[src/rtl/codec_regs_pkg.sv]
package codec_regs_pkg;

  typedef logic [15:0] word_t;

  typedef enum logic [2:0] {
    RULE_PASS,
    RULE_DROP,
    RULE_LOW_NIB,
    RULE_MID_NIB,
    RULE_FIXED
  } wr_rule_e;

  // word indices (address divided by two)
  localparam int IDX_LOWFIX = 'h26 / 2;
  localparam int IDX_RO_ID  = 'h28 / 2;
  localparam int IDX_MIDFIX = 'h2A / 2;
  localparam int IDX_RATE_A = 'h32 / 2;
  localparam int IDX_RATE_B = 'h34 / 2;
  localparam int IDX_VEND_1 = 'h7C / 2;
  localparam int IDX_VEND_2 = 'h7E / 2;

  localparam word_t RATE_WORD = 16'hBB80;
  localparam logic [3:0] LOW_PAT = 4'b1110;
  localparam logic [3:0] MID_PAT = 4'b0111;

  function automatic wr_rule_e rule_of(input int idx);
    case (idx)
      IDX_VEND_1, IDX_VEND_2, IDX_RO_ID: return RULE_DROP;
      IDX_LOWFIX:                        return RULE_LOW_NIB;
      IDX_MIDFIX:                        return RULE_MID_NIB;
      IDX_RATE_A, IDX_RATE_B:            return RULE_FIXED;
      default:                           return RULE_PASS;
    endcase
  endfunction

  function automatic word_t reset_word(input int idx, input word_t v1, input word_t v2);
    case (idx)
      IDX_VEND_1:             return v1;
      IDX_VEND_2:             return v2;
      IDX_RATE_A, IDX_RATE_B: return RATE_WORD;
      default:                return '0;
    endcase
  endfunction

endpackage

[src/rtl/cregs_write_filter.sv]
module cregs_write_filter
  import codec_regs_pkg::*;
#(
  parameter int IDX_W = 6
) (
  input  logic             req_en,
  input  logic [IDX_W-1:0] req_idx,
  input  word_t            req_data,
  output logic             store_en,
  output word_t            store_word
);

  wr_rule_e rule;

  always_comb begin
    rule       = rule_of(int'(req_idx));
    store_en   = req_en;
    store_word = req_data;
    unique case (rule)
      RULE_DROP:    store_en   = 1'b0;
      RULE_LOW_NIB: store_word = {req_data[15:4], LOW_PAT};
      RULE_MID_NIB: store_word = {req_data[15:10], MID_PAT, req_data[5:0]};
      RULE_FIXED:   store_word = RATE_WORD;
      default:      store_word = req_data;
    endcase
  end

endmodule

[src/rtl/cregs_storage.sv]
module cregs_storage
  import codec_regs_pkg::*;
#(
  parameter int    IDX_W = 6,
  parameter word_t VID1  = 16'h4D44,
  parameter word_t VID2  = 16'h4410
) (
  input  logic             clk,
  input  logic             rst,
  input  logic             wr_en,
  input  logic [IDX_W-1:0] wr_idx,
  input  word_t            wr_word,
  input  logic             rd_en,
  input  logic [IDX_W-1:0] rd_idx,
  output word_t            rd_word,
  output logic             rd_valid
);

  localparam int NREG = 1 << IDX_W;

  word_t mem [NREG];

  generate
    for (genvar g = 0; g < NREG; g++) begin : g_word
      always_ff @(posedge clk) begin
        if (rst)
          mem[g] <= reset_word(g, VID1, VID2);
        else if (wr_en && (int'(wr_idx) == g))
          mem[g] <= wr_word;
      end
    end
  endgenerate

  // read samples the array before this edge's write lands
  always_ff @(posedge clk) begin
    if (rst) begin
      rd_word  <= '0;
      rd_valid <= 1'b0;
    end else begin
      rd_valid <= rd_en;
      if (rd_en)
        rd_word <= mem[rd_idx];
    end
  end

endmodule

[src/rtl/codec_regs.sv]
module codec_regs
  import codec_regs_pkg::*;
#(
  parameter int    ADDR_W = 7,
  parameter word_t VID1   = 16'h4D44,
  parameter word_t VID2   = 16'h4410
) (
  input  logic              clk,
  input  logic              rst,
  input  logic              wr_en,
  input  logic              rd_en,
  input  logic [ADDR_W-1:0] addr,
  input  logic [15:0]       wdata,
  output logic [15:0]       rdata,
  output logic              rd_valid
);

  localparam int IDX_W = ADDR_W - 1;

  logic [IDX_W-1:0] idx;
  logic             st_en;
  word_t            st_word;

  assign idx = addr[ADDR_W-1:1];

  cregs_write_filter #(.IDX_W(IDX_W)) u_filter (
    .req_en     (wr_en),
    .req_idx    (idx),
    .req_data   (wdata),
    .store_en   (st_en),
    .store_word (st_word)
  );

  cregs_storage #(.IDX_W(IDX_W), .VID1(VID1), .VID2(VID2)) u_store (
    .clk      (clk),
    .rst      (rst),
    .wr_en    (st_en),
    .wr_idx   (idx),
    .wr_word  (st_word),
    .rd_en    (rd_en),
    .rd_idx   (idx),
    .rd_word  (rdata),
    .rd_valid (rd_valid)
  );

endmodule

[config.mk]
export PLATFORM = sky130hd
export DESIGN_NAME = codec_regs
export DESIGN_NICKNAME = d
export VERILOG_FILES = /design/src/rtl/codec_regs_pkg.sv /design/src/rtl/cregs_write_filter.sv /design/src/rtl/cregs_storage.sv /design/src/rtl/codec_regs.sv
export SDC_FILE = /design/constraint.sdc
export NUM_CORES = 1
export LEC_CHECK = 0
export ABC_AREA = 1
export BUFFER_PORTS_ARGS = -buffer_cell sky130_fd_sc_hd__buf_2
export CAP_MARGIN = 5
export CELL_PAD_IN_SITES_DETAIL_PLACEMENT = 1
export CELL_PAD_IN_SITES_GLOBAL_PLACEMENT = 2
export CORE_ASPECT_RATIO = 1.5
export CORE_MARGIN = 4
export CORE_UTILIZATION = 41
export CTS_CLUSTER_DIAMETER = 60
export DETAILED_ROUTE_END_ITERATION = 16
export MAX_ROUTING_LAYER = met4
export PLACE_DENSITY = 0.8
export SYNTH_ARGS = -nofsm -noshare
export SYNTH_HDL_FRONTEND = slang
export SYNTH_SLANG_ARGS = --single-unit
[constraint.sdc]
create_clock -name clk -period 5.83 [get_ports clk]
set_input_delay 0.2915 -clock clk [delete_from_list [all_inputs] [get_ports clk]]
set_output_delay 0.2915 -clock clk [all_outputs]
set_load 0.05 [all_outputs]
==> impl_metrics.ini, run 1 <==
[yosys]
synth_xor_area_frac = 0
ys_types = 23
synthAdderAreaFrac = 0
yosys.area_share.simple = 0.281
synth_ff_type = edfxtp_1
syn_area_um2 = 47100
ys_warn_count = 0
synthMuxAreaShare = 0
synth.avg_cell_area_um2 = 9.30
yosysSeqAreaShare = 0.661
synthArstFlopShare = 0
synth_top_family_by_area = simple AND/OR/NAND/NOR gates
synth_compound_area_frac = 0.0205
synthCells = 5060
synth_edf_count = 1024
synth_seq_cells = 1041

[global_routing]
grt-ovfl-total = 0
grt_pass1_vias = 36177
grt_pass1_wl_um = 238000
grt_max_degree = 123
antenna_found_initial = 0
grtUsageTotal = 0.276

[routing]
vias = 35631
drc = 0
drt-pass1-iter-count = 6
routedWlPerCell_um = 24.3
wirelength_um = 162000
routed_via_density = 5.34
drtIter0Drc = 2960
ant_nets = 0

[critical_path]
r2r_end = u_store.rd_word[9]
reg2reg_depth = 10
worst-r2r-setup-slack_ps = 3360
path_class = input port to register
path_buf_inv = 4
cp-start-kind = input port
cp_slowest_cell = nor2_1
path_cells = buf_2, nand2_1, nor2_1, nand2_1, nand3_1, buf_4, inv_2, nand2_1, inv_2, nand3_1, nor2_1
crit_path_end_kind = register
r2r_start = u_store.mem[32][9]
cp_data_arrival_time_ps = 3760
crit_top_cell = nand2_1
max_stage_delay_ps = 810
required_ps = 6240
cp_top_family = simple AND/OR/NAND/NOR gates
crit_fanout = 16

[floorplan]
die_x_um = 285
initial_core_util = 0.412
die-area_um2 = 120000
fp.dieH_um = 423
num_rows = 152
io_pins = 44
core_um2 = 114000

[timing]
worst_pin_slew_ps = 1230
slew_headroom = 0.176
min_period_ps = 3340
drv_slew = 0
max_freq_mhz = 299
rsz0062_at_grt = no
hold_ws_ps = 106
setup_viol = 0
finalHoldViolations = 0
period_share = 0.573
fin_setup_tns_ps = 0
clock_skew_ps = 21.1

[layout]
area_growth_pct = 11.6
num-fill-cells = 12999
multi_input_area_um2 = 14700
regArea_um2 = 31100
drive_above_1_share = 0.0769
final_net_count = 5080

[clock_tree]
cts_made_buffers = 101
clkTransAtPathRegs_ps = 60
insertion_delay_ps = 700
ctsResizeCount = 0
clockBufferDepth = 3
cts.sinks = 1041
post_cts_buffers = 0
cts_root_buf = clkbuf_16
cts_tree = built
cts_hold_buf = 0
htreeDepth = 3

[placed_design]
portBuffers = 42
place_congestion = 0.848
dp.final_hpwl_um = 97300

[min_path]
worstHoldStart = wdata[8]
hold_depth = 3
hold_class = input port to register
min_to = u_store.mem[23][8]

[pwr]
power_frac_seq = 0.518
intPower_uw = 12700
swShare = 0.248
clkPwrFrac = 0.392
comb_power_share = 0.090
powerDensity_nw_per_um2 = 321
leakage_uw = 0.0217
p_sw_uw = 4180
peakVddDrop_mv = 0.196

[status]
status = finished clean

[run]
max_cap_violations = 0
[logic make-up after synthesis]
logic type	count (synthesis)
buf+inv	416
compound gates	192
simple gates	3409
other cells	2
flops	1041
[per-stage QoR]
stage / util / setup WS [ps] / instances / cell area, µm² / total power (µW)
2_1_floorplan: - / 2970 / 5140 / 47400 / 9740
3_3_place_gp: 0.431 / 1900 / 6490 / 49300 / 10400
3_5_place_dp: 0.431 / 1830 / 6490 / 49300 / 10400
4_1_cts: 0.460 / 2580 / 6676 / 52500 / 17000
5_1_grt: 0.460 / 2350 / 6676 / 52500 / 17400
6_report: 0.460 / 2490 / 6677 / 52500 / 16900
[layer usage]
layer,wire [µm],GRT usage,part of all wire,vias to the layer above
met4,5540,0.0899,0.034,0
li1,-,-,-,16249
met1,65000,0.330,0.40,18206
met5,0,-,0,-
met2,83800,0.487,0.52,933
met3,8120,0.0316,0.050,243
[final cells by class]
cell class,count,area share
timing repair buffer,178,0.0268
inverter,48,0.00381
clock inverter,63,0.0104
multi-input combinational,3683,0.279
sequential,1041,0.592
tap,1540,0.0367
clock buffer,123,0.0515
antenna,1,0.0000476
[power by group through the flow]
stage	Sequential (µW)	Clock [µW]	Combinational (µW)
floorplan	8900	0	840
global placement	8870	0	1500
detailed placement	8890	0	1520
CTS	8740	6710	1520
global route	8770	7020	1650
finish	8730	6610	1520
[synth_stat cells, types with 2 or more instances]
library cell / n / share of area
a21oi_1: 32 / 0.0034
a22oi_1: 2 / 0.00032
buf_1: 21 / 0.0017
buf_2: 97 / 0.010
buf_4: 27 / 0.0043
clkbuf_1: 223 / 0.018
conb_1: 2 / 0.00016
dfxtp_1: 17 / 0.0072
edfxtp_1: 1024 / 0.65
inv_1: 30 / 0.0024
inv_2: 17 / 0.0014
nand2_1: 2211 / 0.18
nand2_2: 2 / 0.00027
nand3_1: 133 / 0.014
nand3_2: 22 / 0.0047
nand4_1: 31 / 0.0041
nor2_1: 998 / 0.080
nor2_2: 6 / 0.00080
nor3_1: 5 / 0.00053
o21ai_0: 157 / 0.017
[sequential cells by signal (all words and copies together) (netlist names)]
| register | flops |
|---|---|
| u_store.mem | 1024 |
| u_store.rd_valid | 1 |
| u_store.rd_word | 16 |
[cell usage in the layout (no fill, tap or decap), types with 2 or more instances in the layout]
master,count
buf_4,123
buf_12,13
nor2_2,5
a22oi_1,2
nand2_4,4
a21oi_1,32
clkbuf_1,17
o21ai_0,95
o21ai_2,7
clkinv_1,27
nand4_1,31
nor2_4,12
bufinv_16,10
dfxtp_1,17
clkbuf_16,105
inv_6,3
inv_1,28
nand2_2,2
clkinv_2,23
conb_1,82
nand2_1,2207
inv_2,15
o21ai_1,55
edfxtp_1,1024
nor2_1,987
nand3_1,132
clkinvlp_4,2
nand3_2,22
buf_2,40
nor3_1,5
[worst max path at each step]
| stage | cells past startpoint | from | end | slack [ps] |
|---|---|---|---|---|
| floorplan | 8 | addr[4] | u_store.mem[48][0] | 2970 |
| global placement | 13 | addr[1] | u_store.mem[27][1] | 1900 |
| detailed placement | 13 | addr[1] | u_store.mem[27][1] | 1830 |
| CTS | 13 | addr[1] | u_store.mem[27][1] | 2580 |
| global route | 11 | addr[4] | u_store.mem[17][11] | 2350 |
| finish | 11 | addr[4] | u_store.mem[17][14] | 2490 |
[worst register-to-register path, cell delays in order (launching register included)]
cell and delay [ps]:
edfxtp_1 360, nand2_1 70, nand2_1 50, nand2_1 80, nand2_1 80, nand2_1 60
nand2_1 150, o21ai_0 870, nand3_1 410, nor2_1 190, nor2_1 50
(Power assumes the default switching activity.)
==> run 2, diff against run 1 <==
--- a/config.mk
+++ b/config.mk
@@ -5,7 +5,7 @@
 export SDC_FILE = /design/constraint.sdc
 export NUM_CORES = 1
 export LEC_CHECK = 0
-export ABC_AREA = 1
+export ABC_AREA = 0
 export BUFFER_PORTS_ARGS = -buffer_cell sky130_fd_sc_hd__buf_2
 export CAP_MARGIN = 5
 export CELL_PAD_IN_SITES_DETAIL_PLACEMENT = 1
@@ -16,7 +16,7 @@
 export CTS_CLUSTER_DIAMETER = 60
 export DETAILED_ROUTE_END_ITERATION = 16
 export MAX_ROUTING_LAYER = met4
-export PLACE_DENSITY = 0.8
+export PLACE_DENSITY = 0.71
 export SYNTH_ARGS = -nofsm -noshare
 export SYNTH_HDL_FRONTEND = slang
 export SYNTH_SLANG_ARGS = --single-unit
==> constraint.sdc (replaced) <==
create_clock -name clk -period 3.25 [get_ports clk]
set_input_delay 0.1625 -clock clk [delete_from_list [all_inputs] [get_ports clk]]
set_output_delay 0.1625 -clock clk [all_outputs]
set_load 0.05 [all_outputs]
==> run 2 against run 1 <==
  * Cell count decreased by 27%
  * Non-clock buffer count up 121
  * Synthesized area shrank 3.9%
  * First-iteration DRC count decreased by 8.1%
  * Synthesized cell count fell by 38%
  * Sequential power grew 80%
  * Total power up 78%
  * Flip-flop and latch count is the same
  * Hold slack got worse by 97 ps
  * Largest cell class unchanged
  * Largest power group unchanged
==> impl_metrics.ini, run 2 <==
[status]
status = finished clean

[yosys]
synth_ff_type = edfxtp_1
ys_top_cells_by_area = edfxtp_1 68%, mux4_2 9.1%, nor2_1 8.3%, mux2i_1 4.2%, clkbuf_1 1.2%
syn_area_um2 = 45200
synth_seq_cells = 1041
yosys.area.top_type = edfxtp_1
synth_top_cell_area_share = 0.680
synthArstFlopShare = 0
yosysMostFrequentCell = edfxtp_1
synthCells = 3162
synthTopCellsByCount = 1024 x edfxtp_1, 997 x nor2_1, 190 x mux2i_1, 183 x mux4_2, 149 x clkbuf_1
yosysSeqAreaShare = 0.688
synth.avg_cell_area_um2 = 14.3
synth_edf_count = 1024
ys_types = 56
ys_warn_count = 0

[routing]
ant_nets = 0
drt-pass1-iter-count = 5
drtIter0Drc = 2720
routedWlPerCell_um = 29.5
drc = 0
wirelength_um = 144000
routed_via_density = 5.70
vias = 27726

[critical_path]
cp-start-kind = register
required_ps = 3840
cp_slowest_cell = mux4_2
crit_path_end_kind = register
path_cells = mux4_2, mux4_2, o2bb2ai_1, nor3_1, buf_4, o31a_1
cp_top_family = multiplexers
max_stage_delay_ps = 520
path_class = register to register
path_buf_inv = 1
cp_data_arrival_time_ps = 3080
crit_top_cell = mux4_2
crit_fanout = 1

[timing]
drv_slew = 0
setup_viol = 0
rsz0062_at_grt = no
min_period_ps = 2490
max_freq_mhz = 402
finalHoldViolations = 0
clock_skew_ps = 24.9
slew_headroom = 0.220
worst_pin_slew_ps = 1170
period_share = 0.766
fin_setup_tns_ps = 0

[global_routing]
antenna_found_initial = 6
grt-ovfl-total = 0
grt_pass1_vias = 29939
grt_pass1_wl_um = 208000
grtUsageTotal = 0.255
grt_max_degree = 127

[floorplan]
core_um2 = 109000
die_x_um = 279
io_pins = 44
die-area_um2 = 116000
initial_core_util = 0.415
num_rows = 148
fp.dieH_um = 415

[layout]
largest_reg_flops = 1024
final_util = 0.476
top_regs = u_store.mem x1024, u_store.rd_word x16, u_store.rd_valid x1
area_growth_pct = 14.8
mostFrequentLayoutCells = 1024 x edfxtp_1, 992 x nor2_1, 218 x buf_4
final_net_count = 3385
drive_above_1_share = 0.194
final_common_cell = edfxtp_1
max_flop_register = u_store.mem

[clock_tree]
cts_tree = built
cts_hold_buf = 3
insertion_delay_ps = 700
clkTransAtPathRegs_ps = 70
ctsResizeCount = 0
clockBufferDepth = 3
cts_root_buf = clkbuf_16
cts_made_buffers = 98
post_cts_buffers = 0
cts.sinks = 1041
htreeDepth = 3

[placed_design]
portBuffers = 42
place_congestion = 0.880
dp.final_hpwl_um = 92900

[pwr]
powerDensity_nw_per_um2 = 578
leakage_uw = 0.0188
peakVddDrop_mv = 0.375

[min_path]
hold_class = input port to register

[run]
max_cap_violations = 0
run 2: cell types whose count changed after synthesis, moves of 20 or more:
cell,change
nand2_1,-2102
mux2i_1,+190
mux4_2,+183
o21ai_0,-152
nand3_1,-104
clkbuf_1,-74
a22oi_1,+72
a21o_1,+32
buf_2,-28
o21bai_1,+27
nand4_1,-25
nand3_2,-22
inv_1,-20
run 2: where the power goes:
part           switching [µW]  internal [µW]
clock network            5080           6480
registers                 234          15500
logic                    1740            964
run 2: final timing paths:
check                                          from                  end  slack [ps]  cells after the start
worst min-delay path                       wdata[7]   u_store.mem[35][7]           9                      4
worst max register to register   u_store.mem[31][7]   u_store.rd_word[7]         760                      6
worst min register to register  u_store.rd_word[11]  u_store.rd_word[11]         510                      2
worst max-delay path             u_store.mem[31][7]   u_store.rd_word[7]         760                      6
run 2: per-stage QoR:
stage | instance area [µm²] | power [µW] | instances | setup WS, ps | hold slack, ps
after floorplan | 45500 | 17400 | 3242 | 472 | 533
after global placement | 48700 | 18600 | 4680 | 160 | 501
after detailed placement | 48700 | 18700 | 4680 | 263 | 504
after CTS | 51900 | 30200 | 4860 | 794 | 0.647
after global routing | 51900 | 30900 | 4863 | 651 | 31.5
final | 51900 | 30000 | 4863 | 760 | 8.97
run 2: layout make-up:
cell class / count / area, µm²
Clock inverter: 52 / 536
Timing Repair Buffer: 299 / 2650
Antenna cell: 3 / 7.51
Clock buffer: 125 / 2620
Tap cell: 1425 / 1780
Inverter: 10 / 37.5
Multi-Input combinational cell: 1908 / 13200
Fill cell: 10744 / 57200
Sequential cell: 1041 / 31100
run 2: kinds of logic (layout without fill, tap and decap cells):
logic type             count (synthesis)  after routing  synth area share
muxes                                382            382             0.135
AOI/OAI and AO/OA                    248            248            0.0409
and+or+nand+nor                     1196           1196             0.105
other                                  2             85          0.000166
buffers and inverters                293            486            0.0313
DFF                                 1041           1041             0.688
run 2: worst reg2reg max path, stage by stage, from the launching register on:
cell and delay, ps:
edfxtp_1 390, mux4_2 510, mux4_2 520, o2bb2ai_1 470, nor3_1 110, buf_4 170, o31a_1 230
run 2: layer usage:
layer  GRT usage  part of all wire  vias up
met5           -                 0        -
li1            -                 -    11924
met4      0.0894             0.038        0
met1       0.303              0.38    14714
met3      0.0300             0.051      216
met2       0.448              0.53      872
